**config.mk**
```make
export PLATFORM = sky130hd
export DESIGN_NAME = page_commit_seq
export DESIGN_NICKNAME = d
export VERILOG_FILES = /design/src/rtl/pcs_pkg.sv /design/src/rtl/pcs_page_buffer.sv /design/src/rtl/pcs_word_picker.sv /design/src/rtl/pcs_commit_ctrl.sv /design/src/rtl/page_commit_seq.sv
export SDC_FILE = /design/constraint.sdc
export NUM_CORES = 1
export LEC_CHECK = 0
export BUFFER_PORTS_ARGS = -buffer_cell sky130_fd_sc_hd__buf_4
export CAP_MARGIN = 15
export CORE_MARGIN = 2
export CORE_UTILIZATION = 40
export CTS_CLUSTER_SIZE = 20
export DETAILED_ROUTE_END_ITERATION = 10
export PLACE_DENSITY = 0.59
export SETUP_SLACK_MARGIN = 0.02
export SYNTH_ARGS = -nofsm -noshare
export SYNTH_HDL_FRONTEND = slang
export SYNTH_SLANG_ARGS = --single-unit
```
**constraint.sdc**
```tcl
create_clock -name clk -period 6.5 [get_ports clk]
set_input_delay 0.975 -clock clk [delete_from_list [all_inputs] [get_ports clk]]
set_output_delay 0.975 -clock clk [all_outputs]
set_load 0.1 [all_outputs]
```
**src/rtl/pcs_pkg.sv**
```systemverilog
package pcs_pkg;

  typedef enum logic [1:0] {
    ST_IDLE    = 2'd0,
    ST_COLLECT = 2'd1,
    ST_COMMIT  = 2'd2
  } pcs_state_e;

  // Column step inside a page: increments and wraps at the page size.
  function automatic int unsigned wrap_inc(input int unsigned v, input int unsigned modulus);
    return (v + 1) % modulus;
  endfunction

  // Column of byte lane k of word w.
  function automatic int unsigned lane_col(input int unsigned w, input int unsigned k,
                                           input int unsigned lanes);
    return w * lanes + k;
  endfunction

endpackage

```
**src/rtl/pcs_page_buffer.sv**
```systemverilog
module pcs_page_buffer #(
  parameter int PAGE_BYTES = 64,
  parameter int WORD_BYTES = 4,
  parameter int COL_W      = 6,
  parameter int NWORDS     = 16,
  parameter int WIDX_W     = 4
) (
  input  logic                    clk,
  input  logic                    rst_n,
  input  logic                    clear_i,
  input  logic                    wr_en_i,
  input  logic [COL_W-1:0]        wr_col_i,
  input  logic [7:0]              wr_byte_i,
  input  logic [WIDX_W-1:0]       rd_word_i,
  output logic [8*WORD_BYTES-1:0] rd_data_o,
  output logic [WORD_BYTES-1:0]   rd_be_o,
  output logic [NWORDS-1:0]       touch_o,
  output logic                    any_valid_o
);

  logic [7:0]            mem [PAGE_BYTES];
  logic [PAGE_BYTES-1:0] valid_q;

  always_ff @(posedge clk) begin
    if (wr_en_i) mem[wr_col_i] <= wr_byte_i;
  end

  always_ff @(posedge clk or negedge rst_n) begin
    if (!rst_n)       valid_q <= '0;
    else if (clear_i) valid_q <= '0;
    else if (wr_en_i) valid_q[wr_col_i] <= 1'b1;
  end

  for (genvar w = 0; w < NWORDS; w++) begin : g_touch
    assign touch_o[w] = |valid_q[w*WORD_BYTES +: WORD_BYTES];
  end

  for (genvar k = 0; k < WORD_BYTES; k++) begin : g_lane
    logic [COL_W-1:0] lane_col;
    assign lane_col = COL_W'(pcs_pkg::lane_col(32'(rd_word_i), k, WORD_BYTES));
    assign rd_data_o[8*k +: 8] = mem[lane_col];
    assign rd_be_o[k]          = valid_q[lane_col];
  end

  assign any_valid_o = |valid_q;

  // an accepted byte marks its own column as received.
  p_mask_set_r2: assert property (@(posedge clk) disable iff (!rst_n)
    wr_en_i && !clear_i |=> valid_q[$past(wr_col_i)]);

  // a clear leaves nothing buffered.
  p_clear_empties_r4: assert property (@(posedge clk) disable iff (!rst_n)
    clear_i |=> !any_valid_o);

endmodule

```
**src/rtl/pcs_word_picker.sv**
```systemverilog
module pcs_word_picker #(
  parameter int NWORDS = 16,
  parameter int IDX_W  = 4
) (
  input  logic [NWORDS-1:0] pend_i,
  output logic [IDX_W-1:0]  idx_o,
  output logic              any_o
);

  // Lowest pending word wins, giving ascending commit order.
  always_comb begin
    idx_o = '0;
    any_o = 1'b0;
    for (int w = NWORDS - 1; w >= 0; w--) begin
      if (pend_i[w]) begin
        idx_o = IDX_W'(w);
        any_o = 1'b1;
      end
    end
  end

endmodule

```
**src/rtl/pcs_commit_ctrl.sv**
```systemverilog
module pcs_commit_ctrl #(
  parameter int ADDR_W      = 14,
  parameter int COL_W       = 6,
  parameter int NWORDS      = 16,
  parameter int WIDX_W      = 4,
  parameter int WORD_CYCLES = 16,
  parameter int SLOT_W      = 5
) (
  input  logic                    clk,
  input  logic                    rst_n,
  input  logic                    load_i,
  input  logic [ADDR_W-1:0]       start_addr_i,
  input  logic                    byte_i,
  input  logic                    stop_i,
  input  logic                    restart_i,
  input  logic [NWORDS-1:0]       touch_i,
  input  logic                    any_valid_i,
  input  logic [WIDX_W-1:0]       pick_idx_i,
  input  logic                    pick_any_i,
  output logic                    buf_wr_en_o,
  output logic                    buf_clear_o,
  output logic [COL_W-1:0]        col_o,
  output logic [ADDR_W-COL_W-1:0] page_o,
  output logic [NWORDS-1:0]       pend_o,
  output logic                    busy_o,
  output logic                    slot_first_o
);
  import pcs_pkg::*;

  localparam int PAGE_W     = ADDR_W - COL_W;
  localparam int PAGE_BYTES = 1 << COL_W;

  pcs_state_e          state_q;
  logic [COL_W-1:0]    col_q;
  logic [PAGE_W-1:0]   page_q;
  logic [NWORDS-1:0]   pend_q;
  logic [SLOT_W-1:0]   slot_q;

  // Named events, one per decision the sequencer takes.
  logic in_collect, in_commit;
  logic ev_discard, ev_stop, ev_commit_start, ev_empty_stop;
  logic ev_load, ev_accept, ev_slot_last, ev_commit_done;
  logic [NWORDS-1:0] pick_oh, pend_next;

  assign in_collect      = (state_q == ST_COLLECT);
  assign in_commit       = (state_q == ST_COMMIT);
  assign ev_discard      = in_collect && restart_i;
  assign ev_stop         = in_collect && !restart_i && stop_i;
  assign ev_commit_start = ev_stop && any_valid_i;
  assign ev_empty_stop   = ev_stop && !any_valid_i;
  assign ev_load         = load_i && ((state_q == ST_IDLE) ||
                                      (in_collect && !restart_i && !stop_i));
  assign ev_accept       = in_collect && !restart_i && !stop_i && !load_i && byte_i;
  assign pick_oh         = NWORDS'(1) << pick_idx_i;
  assign pend_next       = pend_q & ~pick_oh;
  assign ev_slot_last    = in_commit && (slot_q == SLOT_W'(WORD_CYCLES - 1));
  assign ev_commit_done  = ev_slot_last && (pend_next == '0);

  always_ff @(posedge clk or negedge rst_n) begin
    if (!rst_n) begin
      state_q <= ST_IDLE;
      col_q   <= '0;
      page_q  <= '0;
      pend_q  <= '0;
      slot_q  <= '0;
    end else begin
      if (ev_load) begin
        state_q <= ST_COLLECT;
        col_q   <= start_addr_i[COL_W-1:0];
        page_q  <= start_addr_i[ADDR_W-1:COL_W];
      end else if (ev_accept) begin
        col_q <= COL_W'(wrap_inc(32'(col_q), PAGE_BYTES));
      end else if (ev_discard || ev_empty_stop) begin
        state_q <= ST_IDLE;
      end else if (ev_commit_start) begin
        state_q <= ST_COMMIT;
        pend_q  <= touch_i;
        slot_q  <= '0;
      end else if (in_commit) begin
        if (ev_slot_last) begin
          slot_q <= '0;
          pend_q <= pend_next;
          if (ev_commit_done) state_q <= ST_IDLE;
        end else begin
          slot_q <= slot_q + SLOT_W'(1);
        end
      end
    end
  end

  assign buf_wr_en_o  = ev_accept;
  assign buf_clear_o  = ev_load || ev_discard || ev_empty_stop || ev_commit_done;
  assign col_o        = col_q;
  assign page_o       = page_q;
  assign pend_o       = pend_q;
  assign busy_o       = in_commit;
  assign slot_first_o = in_commit && (slot_q == '0);

  // a commit only ever begins right after a STOP.
  p_commit_needs_stop_r4: assert property (@(posedge clk) disable iff (!rst_n)
    $rose(busy_o) |-> $past(stop_i));

  // a discard never leads into a commit.
  p_discard_idle_r4: assert property (@(posedge clk) disable iff (!rst_n)
    ev_discard |=> !busy_o);

  // the pending word set never gains members during a commit.
  p_pend_shrinks_r5: assert property (@(posedge clk) disable iff (!rst_n)
    busy_o && $past(busy_o) |-> ((pend_q & ~$past(pend_q)) == '0));

  // the word being served is one that is still pending.
  p_pick_pending_r5: assert property (@(posedge clk) disable iff (!rst_n)
    busy_o |-> pick_any_i && pend_q[pick_idx_i]);

  // the slot counter restarts at each slot boundary.
  p_slot_restart_r6: assert property (@(posedge clk) disable iff (!rst_n)
    ev_slot_last && !ev_commit_done |=> slot_first_o);

  // the target page is frozen while busy.
  p_busy_page_frozen_r8: assert property (@(posedge clk) disable iff (!rst_n)
    busy_o |=> $stable(page_o));

endmodule

```
**src/rtl/page_commit_seq.sv**
```systemverilog
module page_commit_seq #(
  parameter int ADDR_W      = 14,
  parameter int PAGE_BYTES  = 64,
  parameter int WORD_BYTES  = 4,
  parameter int WORD_CYCLES = 16
) (
  input  logic                        clk,
  input  logic                        rst_n,
  input  logic                        load_i,
  input  logic [ADDR_W-1:0]           start_addr_i,
  input  logic                        byte_i,
  input  logic [7:0]                  byte_data_i,
  input  logic                        stop_i,
  input  logic                        restart_i,
  input  logic                        allow_i,
  output logic                        busy_o,
  output logic                        wr_req_o,
  output logic [ADDR_W-3:0]           wr_word_addr_o,
  output logic [31:0]                 wr_data_o,
  output logic [3:0]                  wr_be_o
);

  localparam int COL_W  = $clog2(PAGE_BYTES);
  localparam int NWORDS = PAGE_BYTES / WORD_BYTES;
  localparam int WIDX_W = $clog2(NWORDS);
  localparam int PAGE_W = ADDR_W - COL_W;
  localparam int SLOT_W = $clog2(WORD_CYCLES + 1);

  logic                    buf_wr_en, buf_clear, any_valid, pick_any, slot_first;
  logic [COL_W-1:0]        col;
  logic [PAGE_W-1:0]       page;
  logic [NWORDS-1:0]       touch, pend;
  logic [WIDX_W-1:0]       pick_idx;
  logic [8*WORD_BYTES-1:0] rd_data;
  logic [WORD_BYTES-1:0]   rd_be;

  pcs_commit_ctrl #(
    .ADDR_W(ADDR_W), .COL_W(COL_W), .NWORDS(NWORDS), .WIDX_W(WIDX_W),
    .WORD_CYCLES(WORD_CYCLES), .SLOT_W(SLOT_W)
  ) u_ctrl (
    .clk(clk), .rst_n(rst_n), .load_i(load_i), .start_addr_i(start_addr_i),
    .byte_i(byte_i), .stop_i(stop_i), .restart_i(restart_i),
    .touch_i(touch), .any_valid_i(any_valid),
    .pick_idx_i(pick_idx), .pick_any_i(pick_any),
    .buf_wr_en_o(buf_wr_en), .buf_clear_o(buf_clear),
    .col_o(col), .page_o(page), .pend_o(pend),
    .busy_o(busy_o), .slot_first_o(slot_first)
  );

  pcs_page_buffer #(
    .PAGE_BYTES(PAGE_BYTES), .WORD_BYTES(WORD_BYTES), .COL_W(COL_W),
    .NWORDS(NWORDS), .WIDX_W(WIDX_W)
  ) u_buf (
    .clk(clk), .rst_n(rst_n), .clear_i(buf_clear), .wr_en_i(buf_wr_en),
    .wr_col_i(col), .wr_byte_i(byte_data_i), .rd_word_i(pick_idx),
    .rd_data_o(rd_data), .rd_be_o(rd_be), .touch_o(touch), .any_valid_o(any_valid)
  );

  pcs_word_picker #(.NWORDS(NWORDS), .IDX_W(WIDX_W)) u_pick (
    .pend_i(pend), .idx_o(pick_idx), .any_o(pick_any)
  );

  assign wr_req_o       = slot_first && allow_i;
  assign wr_word_addr_o = (ADDR_W-2)'({page, pick_idx});
  assign wr_data_o      = 32'(rd_data);
  assign wr_be_o        = 4'(rd_be);

  // requests only while busy.
  p_req_in_busy_r6: assert property (@(posedge clk) disable iff (!rst_n)
    wr_req_o |-> busy_o);

  // every request carries at least one received byte.
  p_req_has_bytes_r5: assert property (@(posedge clk) disable iff (!rst_n)
    wr_req_o |-> (wr_be_o != '0));

  // a refused word never produces a request.
  p_refused_silent_r7: assert property (@(posedge clk) disable iff (!rst_n)
    !allow_i |-> !wr_req_o);

endmodule

```
Yosys cells after proc, flatten, opt, wreduce, memory -nomap -nowiden. Memories as Yosys holds them, arrays and structs flattened. Index checks and enable logic that the tools add are counted.

Bits in registers: 101. Bits in latches: 0. Memory bits (writable): 512. Bits in read-only memories: 0. Output and inout port bits: 50. Logic and storage cells: 127. Memories: 1.

Add/subtract/negate cells: 5. $mul: 0. Divide/modulo/power cells: 0. Order comparisons: 6. Eq/ne operators: 4. Shift operators: 1. Muxes and demuxes: 45. Bitwise logic cells: 6. Reductions and logical operators: 53.

Memories: u_buf.mem (words 64, width 8, read ports 4, clocked after memory_dff 0, wr ports 1, line pcs_page_buffer.sv:21) `logic [7:0] mem [PAGE_BYTES];`.

Operators by type and width (count): $mux W64 (2); $mux W4 (16); $or A64 B64 Y64 (1); $reduce_or A4 Y1 (16); $reduce_or A64 Y1 (1); $mux W16 (3); $lt A6 B7 Y1 const B (5); $bmux W1 S6 (3); $and A16 B16 Y16 (1); $logic_not A16 Y1 (1); $not A16 Y16 (1); $shl A1 B4 Y16 const A (1); $mux W5 (3); $logic_and A1 B1 Y1 (14); $mux W2 (7); $add A6 B1 Y6 const B (2); $add A6 B2 Y6 const B (2); $mux W6 (2); $reduce_bool A4 Y1 (3); $reduce_and A4 Y1 (2); $reduce_bool A2 Y1 (4); $mux W1 (7); $demux W1 S6 (1); $ge A6 B1 Y1 const B (1); 12 further kinds (21).

Logic depth before layout (Yosys ltp). Gate-level depths: netlist (run 1).

Depth in word-level cells: 28. Depth in mapped cells: 11. Gate-level depth less buffers: 8.

Hierarchy. From an unflattened synthesis (run 1), not the netlist that was laid out.

Cell total of the unflattened synthesis: 1398. Area, all modules: 24747.5 um^2.

Modules (own cells, without submodules): pcs_page_buffer (times used 1, cells each 1153, area an instance 22614.2 um^2, seq. area each 16976.3 um^2); pcs_commit_ctrl (times used 1, cells each 211, area an instance 1948.1 um^2, seq. area each 925.9 um^2); pcs_word_picker (times used 1, cells each 33, area an instance 178.9 um^2, seq. area each 0.0 um^2); page_commit_seq (times used 1, cells each 1, area an instance 6.3 um^2, seq. area each 0.0 um^2).

Worst setup path after synthesis (run 1). Ideal clock, no wire load.

Path kind: register to output. Start point: register u_ctrl.state_q[0]. End point: output port wr_req_o. Arrival time: 4.251 ns. Data required time: 5.525 ns. Slack: 1.274 ns. Cell stages (with the launch flop): 5. Cell sequence: dfrtp_1 nand2b_1 inv_1 nand3_1 nor4_1.

Longest elaborated chain between the ends: 3.

Ends and longest elaborated chain: start, declared (line pcs_commit_ctrl.sv:33) `pcs_state_e state_q;`; start signal, assigned (line pcs_commit_ctrl.sv:61) `state_q <= ST_IDLE;`; start signal, assigned (line pcs_commit_ctrl.sv:68) `state_q <= ST_COLLECT;`; start signal, assigned (line pcs_commit_ctrl.sv:74) `state_q <= ST_IDLE;`; $eq A2 B2 Y1 (line pcs_commit_ctrl.sv:46) `assign in_commit = (state_q == ST_COMMIT);`; named net busy_o (line page_commit_seq.sv:16) `output logic busy_o,`; $logic_and A1 B1 Y1 (line pcs_commit_ctrl.sv:97) `assign slot_first_o = in_commit && (slot_q == '0);`; $logic_and A1 B1 Y1 (line page_commit_seq.sv:63) `assign wr_req_o = slot_first && allow_i;`; end, declared (line page_commit_seq.sv:17) `output logic wr_req_o,`.

The timed path passes the listed nets, and every way through them passes these cells.

Worst setup path in the final report (run 1).
Start point: register u_ctrl.pend_q[5] (netlist: u_ctrl.pend_o[5]). End point: output port wr_data_o[29].

Longest elaborated chain between the ends: 8.

Ends and longest elaborated chain: start, declared (line pcs_commit_ctrl.sv:36) `logic [NWORDS-1:0] pend_q;`; start signal, assigned (line pcs_commit_ctrl.sv:77) `pend_q <= touch_i;`; start signal, assigned (line pcs_commit_ctrl.sv:82) `pend_q <= pend_next;`; $mux W4 (6 in series) (line pcs_word_picker.sv:15) `if (pend_i[w]) begin`; $add A6 B2 Y6 (line pcs_pkg.sv:17) `return w * lanes + k;`; $mem_v2 Z64 W8; end, declared (line page_commit_seq.sv:19) `output logic [31:0] wr_data_o,`.

Every way passes these cells.

==> results by group, run 1 <==
Routing
  • Post-route DRC violation count: 0
  • Drt wl/cell: 25.85 um
  • DR pass1 iterations: 6
  • Vias per inst: 6.047
  • Drt total wl: 69270 um
  • DRT iter0 DRCs: 1843
  • Via count: 16.21k
  • DRT antenna net count: 0

Synth
  • Net Count, Synth: 1795
  • Seq/Total Area, Yosys: 0.7143
  • Ys Warns: 0
  • Post-Syn Instances: 1763
  • Primary FF master, synth: edfxtp_1
  • Post-synth cell types: 62
  • Syn avg cell area: 14.22 um^2
  • Seq cells post-synth: 613
  • Ys async rst share: 0.1648
  • Number of synthesized flops with an enable pin: 512
  • Synth Cell Area: 25060 um^2

Clock tree
  • Longest Clk Path Bufs: 3
  • Post_cts resized: 0
  • H-tree depth: 2
  • Worst-Skew Late Latency: 0.63 ns
  • Clk sinks: 613
  • Postcts setup bufs: 0
  • Clock Pin Slew Worst Setup and Hold Paths: 0.06 ns
  • Hold buffers post-CTS: 0
  • CTS tree: yes
  • CTS buffer count: 58
  • Clk root buf: clkbuf_16

Final layout
  • Fin util: 0.4592
  • Fin nets: 1827
  • Leading cell type in the layout, fill and taps excluded: edfxtp_1
  • Finished Layout Cells: 2680
  • Fill count: 5342
  • Commonest cells after routing, fill and taps aside: edfxtp_1, a221oi_1, o21ai_0
  • Layout cells sized above 1: 0.1314
  • Area added between synthesis and finish: 13.27%

Placement
  • GP Congestion: 0.8401
  • Post-DP HPWL: 40400 um
  • IO Port Bufs: 78
  • Dpl cells: 2570

STA
  • Hold Vio Cnt, Final: 0
  • Setup violators final: 0
  • RSZ-0062 raised after global routing: no
  • Fin crit share: 0.8592
  • Setup TNS: 0 ns
  • Post-layout minimum cycle time: 5.585 ns
  • Setup Skew: 0.02005 ns
  • Relative slew slack: 0.1949
  • Pins over their slew limit: 0
  • Achievable Freq: 179.1 MHz
  • WHS: 0.2381 ns
  • Slew @ Worst Pin: 1.203 ns

GRT
  • Largest net degree at the start of global routing: 145
  • Initial antenna violation count: 0
  • First-pass GRT wire length: 103000 um
  • Via count of the first global-routing pass: 15.85k
  • Total gr overflow: 0
  • All-Layer GR Usage: 0.2136

Worst setup path
  • R2R depth: 11
  • Endpoint class of the critical path: primary output
  • FF-to-FF End: u_ctrl.state_q[1]$_DFFE_PN0P_
  • Element type at the critical path start: flip-flop
  • Stages on worst setup path: 9
  • Arrival time worst endpoint: 4.61 ns
  • Slowest stage delay, CP: 0.66 ns
  • Sum of buffers and inverters on the critical path: 2
  • CP cell instances: nor2_1 > nand2_1 > o21ai_0 > o211a_4 > buf_4 > a221oi_1 > a221oi_1 > a31o_2 > buf_4
  • WP data required: 5.52 ns
  • CP top delay family: compound AO/OA/AOI/OAI gates
  • Critical Path Fanout Max: 49
  • Crit Reg-Reg Startpoint: u_ctrl.pend_o[7]$_DFFE_PN0P_
  • Critical path class: flip-flop to primary output
  • Slowest-stage cell, CP: o211a_4
  • R2r setup slk: 1.94 ns

Floorplan
  • Ports: 79
  • Starting density of the core: 0.4054
  • Die Y: 254.3 um
  • Core Footprint: 61830 um^2
  • Die width: 254.3 um
  • Die ar.: 64680 um^2
  • FP Rows: 91

Min path
  • Min-delay worst type: input port to asynchronous set/reset pin

Job
  • Max-cap check violation count: 0

Outcome
  • Status: finished clean
==> how the worst max path moves through the flow <==
stage,startpoint,endpoint,slack [ns]
2_1_floorplan,u_ctrl.state_q[0]$_DFFE_PN0P_,wr_req_o,1.27
3_3_place_gp,u_ctrl.pend_o[5]$_DFFE_PN0P_,wr_data_o[9],1.65
3_5_place_dp,u_ctrl.pend_o[5]$_DFFE_PN0P_,wr_data_o[9],1.54
4_1_cts,u_ctrl.pend_o[5]$_DFFE_PN0P_,wr_data_o[9],0.87
5_1_grt,u_ctrl.pend_o[5]$_DFFE_PN0P_,wr_data_o[23],0.57
6_report,u_ctrl.pend_o[5]$_DFFE_PN0P_,wr_data_o[29],0.92
==> cells in the mapped netlist (2+ instances only) <==
library cell  instances  area [um^2]
edfxtp_1            512        15370
a221oi_1            181         1585
o21ai_0             168        840.8
nor2_1              145        544.3
clkbuf_1            122        457.9
dfrtp_1             101         2527
and3_1               76        475.5
a21boi_0             74        555.5
mux2i_1              72        720.7
nor3_1               66        330.3
nand2_1              44        165.2
a31o_2               36        315.3
nor4_1               25        156.4
inv_1                12        45.04
nand3_1              11        55.05
buf_1                10        37.54
o211ai_1              9        67.56
nand4_1               8        50.05
a21oi_1               7        35.03
buf_6                 6        67.56
nand3b_1              5        37.54
o311ai_0              5        43.79
nand2b_1              4        25.02
xnor2_1               4        35.03
a2111oi_0             3        26.28
a22oi_1               3        22.52
ha_1                  3        37.54
nand4b_1              3        26.28
nor2b_1               3        18.77
o211a_1               3        30.03
a2111o_1              2        22.52
a211oi_1              2        15.01
a221o_1               2        20.02
a31oi_1               2        12.51
and2_1                2        12.51
buf_2                 2        10.01
o2111a_1              2        22.52
or2_2                 2        12.51
or3_1                 2        12.51
xor2_1                2        17.52
==> kinds of logic after synthesis <==
logic type               after synthesis  share of synthesized area
AND/OR/NAND/NOR                      404                    0.07943
AO/OA/AOI/OAI                        511                     0.1489
flip-flops                           613                     0.7143
XOR/XNOR                               6                   0.002097
buffers and inverters                154                    0.02501
adder cells (fa/ha/maj)                3                   0.001498
multiplexers                          72                    0.02876
==> sequential cells by signal, summed over array words and instances (netlist names) <==
name and cells:
u_ctrl.slot_q 5, u_ctrl.state_q 2, u_ctrl.col_o 6, u_buf.valid_q 64, u_ctrl.pend_o 16, u_ctrl.page_o 8, u_buf.mem 512
==> per-stage QoR <==
stage | area, um^2 | setup WS [ns]
after floorplan | 25060 | 1.274
after global placement | 26430 | 1.651
after detailed placement | 26430 | 1.535
after CTS | 28350 | 0.8662
after global routing | 28390 | 0.5722
final | 28390 | 0.9150
==> per-layer routing <==
layer | vias to the layer above | part of all wire | track usage
li1 | 7119 | - | -
met1 | 8309 | 0.43 | 0.2977
met2 | 678 | 0.48 | 0.3430
met3 | 101 | 0.072 | 0.03746
met4 | 0 | 0.025 | 0.06487
met5 | - | 0 | 0
==> area by class of cell <==
cell class / count / area (um^2) / share of cell area
Sequential cell: 613 / 17900 / 0.6306
Multi-Input combinational cell: 996 / 6584 / 0.2319
Clock buffer: 85 / 1604 / 0.05650
Tap cell: 837 / 1047 / 0.03689
Timing Repair Buffer: 113 / 877.1 / 0.03090
Clock inverter: 22 / 322.8 / 0.01137
Inverter: 13 / 48.80 / 0.001719
Antenna cell: 1 / 2.502 / 0.00008815
Power of run 1 is left out: the tool's default activity adds up to more than one toggle a clock period on the data nets, which glitch-free logic cannot reach.
==> run 2: changes to the inputs <==
Settings changed: GPL_ROUTABILITY_DRIVEN set to 0, REMOVE_ABC_BUFFERS set to 1.
==> run 2 against run 1 <==
  * Hold slack lost 0.023 ns
  * Sequential cell count unchanged
  * Cell count increased by 0.30%
  * Register-to-register slack improved by 0.13 ns
  * Critical path depth increased by 1
  * First-iteration DRC count shrank 8.7%
  * Via count increased by 0.22%
  * Critical endpoint is now wr_data_o[4]
==> results by group, run 2 (same netlist as run 1, synthesis figures left out) <==
Outcome
  • Status: finished clean

Placement
  • Post-DP HPWL: 38840 um
  • IO Port Bufs: 78

GRT
  • All-Layer GR Usage: 0.2088
  • First-pass GRT wire length: 101500 um
  • Total gr overflow: 0
  • Largest net degree at the start of global routing: 124
  • Via count of the first global-routing pass: 15.85k
  • Initial antenna violation count: 0

Floorplan
  • Die ar.: 64680 um^2
  • Starting density of the core: 0.4054
  • Core Footprint: 61830 um^2
  • Die Y: 254.3 um
  • Ports: 79
  • Die width: 254.3 um
  • FP Rows: 91

Worst setup path
  • Endpoint class of the critical path: primary output
  • Element type at the critical path start: flip-flop
  • R2r setup slk: 2.07 ns
  • Arrival time worst endpoint: 4.64 ns
  • Critical path class: flip-flop to primary output
  • Critical Path Fanout Max: 71
  • WP data required: 5.52 ns

Routing
  • DRT antenna net count: 0
  • Via count: 16.24k
  • DRT iter0 DRCs: 1682
  • DR pass1 iterations: 7
  • Vias per inst: 6.043
  • Post-route DRC violation count: 0
  • Drt total wl: 67870 um
  • Drt wl/cell: 25.25 um

Final layout
  • Max reg flops: 512
  • Leading cell type in the layout, fill and taps excluded: edfxtp_1
  • Reg with most FFs: u_buf.mem
  • Fill count: 5378
  • Commonest cells after routing, fill and taps aside: edfxtp_1, a221oi_1, o21ai_0
  • Area added between synthesis and finish: 13.76%
  • Fin nets: 1833
  • Layout cells sized above 1: 0.1378
  • Antenna Cells: 0

STA
  • Achievable Freq: 178.1 MHz
  • Relative slew slack: 0.1887
  • Setup TNS: 0 ns
  • Fin crit share: 0.8640
  • Setup violators final: 0
  • RSZ-0062 raised after global routing: no
  • Hold Vio Cnt, Final: 0
  • Post-layout minimum cycle time: 5.616 ns
  • Pins over their slew limit: 0
  • Setup Skew: 0.01843 ns
  • Slew @ Worst Pin: 1.212 ns

Clock tree
  • Clock Pin Slew Worst Setup and Hold Paths: 0.07 ns
  • Hold buffers post-CTS: 0
  • Clk sinks: 613
  • Post_cts resized: 0
  • Worst-Skew Late Latency: 0.62 ns
  • CTS tree: yes
  • Clk root buf: clkbuf_16
  • Longest Clk Path Bufs: 3
  • Postcts setup bufs: 0
  • H-tree depth: 2
  • CTS buffer count: 60

Job
  • Max-cap check violation count: 0

Min path
  • Min-delay worst type: input port to asynchronous set/reset pin
-- run 2: cell count changes in the layout (fill, tap and decap cells not counted), moves of 5 or more --
cell	before	now
clkbuf_8	3	10
buf_4	110	105
bufinv_16	8	3
clkinv_1	8	18
clkinv_2	3	11
clkbuf_1	23	8
-- run 2: layout make-up --
class | instances | area [um^2] | share of cell area
clock buffers | 80 | 1730 | 0.06069
clock inverters | 32 | 215.2 | 0.007548
inverters | 13 | 50.05 | 0.001755
multi-input cells | 996 | 6581 | 0.2308
flip-flops and latches | 613 | 17900 | 0.6279
well taps | 837 | 1047 | 0.03673
repair buffers | 117 | 985.9 | 0.03458
-- run 2: metal layers --
| metal | track usage | up-vias | part of all wire |
|---|---|---|---|
| li1 | - | 7123 | - |
| met1 | 0.2947 | 8350 | 0.44 |
| met2 | 0.3294 | 663 | 0.47 |
| met3 | 0.03715 | 107 | 0.071 |
| met4 | 0.06571 | 0 | 0.025 |
| met5 | 0 | - | 0 |
-- run 2: worst paths after layout --
path                                                   start                       endpoint  cells after the start
worst max register to register  u_ctrl.pend_o[5]$_DFFE_PN0P_  u_buf.valid_q[23]$_DFFE_PN0P_                     10
min in group clk                u_ctrl.page_o[1]$_DFFE_PN0P_   u_ctrl.page_o[1]$_DFFE_PN0P_                      2
worst min-delay path                                   rst_n   u_ctrl.slot_q[0]$_DFFE_PN0P_                      1
worst min register to register  u_ctrl.page_o[1]$_DFFE_PN0P_   u_ctrl.page_o[1]$_DFFE_PN0P_                      2
max in group asynchronous                              rst_n  u_buf.valid_q[19]$_DFFE_PN0P_                      3
worst max-delay path            u_ctrl.pend_o[5]$_DFFE_PN0P_                   wr_data_o[4]                     10
-- run 2: stage by stage --
step | util | instances | cell area (um^2) | hold slack [ns] | setup slack [ns]
global placement | 0.4276 | 2566 | 26430 | 0.4639 | 1.541
detailed placement | 0.4279 | 2568 | 26450 | 0.4668 | 1.524
global route | 0.4612 | 2688 | 28510 | 0.2102 | 0.5838
CTS | 0.4593 | 2680 | 28400 | 0.1884 | 0.8313
finish | 0.4612 | 2688 | 28510 | 0.2152 | 0.8840
floorplan | - | 1622 | 24480 | 0.5035 | -7.166
-- run 2: worst max-delay path, stage by stage (launching register included) --
cell and delay (ns):
dfrtp_1 0.48, nor3b_1 0.23, a211o_1 0.19, a2111o_2 0.13, buf_4 0.52, and2_4 0.54
buf_4 0.84, mux2i_1 0.16, o21ai_0 0.26, a31o_2 0.23, buf_4 0.29
Power of run 2 is left out for the same reason.
==> run 3: changes to the inputs <==
Settings changed: SYNTH_HIERARCHICAL set to 1.
==> run 3 against run 2 <==
  * Sequential share of layout area rose by 0.44 points
  * Register-to-register slack better by 0.57 ns
  * Utilization is 0.065 points lower
  * Critical path depth down 1
  * Maximum frequency increased by 13%
  * Wire length decreased by 17%
==> results by group, run 3 <==
Outcome
  • Status: finished clean

STA
  • Fin crit share: 0.7673
  • Final WS setup: 1.513 ns
  • Slew @ Worst Pin: 1.042 ns
  • Setup Skew: 0.02512 ns
  • WHS: 0.3067 ns
  • Post-layout minimum cycle time: 4.987 ns
  • Setup violators final: 0
  • RSZ-0062 raised after global routing: no
  • Achievable Freq: 200.5 MHz
  • Relative slew slack: 0.3029
  • Pins over their slew limit: 0
  • Hold Vio Cnt, Final: 0

GRT
  • Via count of the first global-routing pass: 13.54k
  • First-pass GRT wire length: 85440 um
  • Initial antenna violation count: 0
  • Largest net degree at the start of global routing: 160
  • Total gr overflow: 0
  • All-Layer GR Usage: 0.1787

Synth
  • Syn avg cell area: 17.71 um^2
  • Post-Syn Instances: 1397
  • Synth Cell Area: 24740 um^2
  • Ys Warns: 6

Final layout
  • Max reg flops: 512
  • Reg with most FFs: u_buf/mem
  • Fin nets: 1513
  • Layout cells sized above 1: 0.2489
  • Leading cell type in the layout, fill and taps excluded: edfxtp_1
  • Antenna Cells: 0
  • Commonest cells after routing, fill and taps aside: edfxtp_1, mux4_2, nor2_1
  • Area added between synthesis and finish: 14.44%

Placement
  • Post-DP HPWL: 33290 um
  • IO Port Bufs: 78
  • Setup WS pre-CTS: 2.074 ns

Worst setup path
  • R2R depth: 12
  • WP data required: 5.52 ns
  • Crit Reg-Reg Startpoint: u_ctrl/pend_o[15]$_DFFE_PN0P_
  • R2r setup slk: 2.64 ns
  • FF-to-FF End: u_buf/valid_q[7]$_DFFE_PN0P_
  • Critical path class: flip-flop to primary output
  • Element type at the critical path start: flip-flop
  • Critical Path Fanout Max: 25
  • Endpoint class of the critical path: primary output
  • Arrival time worst endpoint: 4.01 ns

Clock tree
  • CTS buffer count: 66
  • CTS tree: yes
  • Hold buffers post-CTS: 0
  • Worst-Skew Late Latency: 0.59 ns
  • Longest Clk Path Bufs: 3
  • Post_cts resized: 0
  • H-tree depth: 3
  • Clock Pin Slew Worst Setup and Hold Paths: 0.06 ns
  • Postcts setup bufs: 0
  • Clk sinks: 613
  • Clk root buf: clkbuf_16

Power
  • Peak supply drop: 0.0003363 V
  • Pwr Density: 376.3 nW/um^2
  • Leak: 0.009308 uW
  • Pwr Total: 10650 uW

Floorplan
  • Die ar.: 63860 um^2
  • Starting density of the core: 0.4024
  • Die Y: 252.7 um
  • FP Rows: 91
  • Ports: 79
  • Core Footprint: 61480 um^2
  • Die width: 252.7 um

Routing
  • DRT iter0 DRCs: 1292
  • DR pass1 iterations: 5
  • Drt wl/cell: 24.29 um
  • Via count: 13.31k
  • Vias per inst: 5.742
  • Drt total wl: 56290 um
  • DRT antenna net count: 0
  • Post-route DRC violation count: 0

Job
  • Max-cap check violation count: 0

Min path
  • Min-delay worst type: input port to asynchronous set/reset pin
==> run 3: final cells by class <==
class | count | area [um^2]
fillers | 5219 | 33170
inverters | 10 | 37.54
flip-flops and latches | 613 | 17900
multi-input cells | 689 | 6484
clock buffers | 86 | 1799
repair buffers | 101 | 820.8
well taps | 790 | 988.4
clock inverters | 28 | 282.8
==> run 3: worst max path at each step <==
stage,from,end,cells past startpoint
6_report,u_ctrl/pend_o[14]$_DFFE_PN0P_,wr_data_o[7],9
5_1_grt,u_ctrl/pend_o[14]$_DFFE_PN0P_,wr_be_o[2],9
4_1_cts,u_ctrl/pend_o[14]$_DFFE_PN0P_,wr_data_o[7],9
3_5_place_dp,u_ctrl/pend_o[14]$_DFFE_PN0P_,wr_data_o[7],9
3_3_place_gp,u_ctrl/pend_o[14]$_DFFE_PN0P_,wr_data_o[7],9
2_1_floorplan,u_ctrl/pend_o[2]$_DFFE_PN0P_,wr_be_o[0],6
==> run 3: power by group <==
group / switching, uW / internal (uW) / total (uW)
registers: 183 / 4350 / 4540
clock network: 1480 / 2120 / 3600
logic: 1630 / 893 / 2520
total: 3290 / 7360 / 10700
==> run 3: metrics by stage <==
step                area (um^2)  cells    util  TNS [ns]
floorplan                 24350   1312       -  -1292.43
global placement          26210   2202  0.4263         0
detailed placement        26210   2202  0.4263         0
CTS                       28290   2316  0.4602         0
global route              28310   2317  0.4605         0
finish                    28310   2317  0.4605         0
==> run 3: worst max-delay path: stages, from the launching register on <==
cell and delay (ns):
dfrtp_1 0.41, inv_1 0.07, a21oi_1 0.06, o311a_2 0.36, o22ai_4 0.78, buf_4 0.52, mux4_2 0.55, a22oi_1 0.30
nand2_1 0.10, buf_4 0.24
==> run 3: per-layer routing <==
layer	up-vias	wire length [um]	GRT usage
met5	-	0	0
met4	0	1496	0.05630
met3	93	2774	0.03007
met2	421	26960	0.2829
met1	7003	25060	0.2539
li1	5788	-	-
Note: power is estimated with default switching activity, not from simulation.
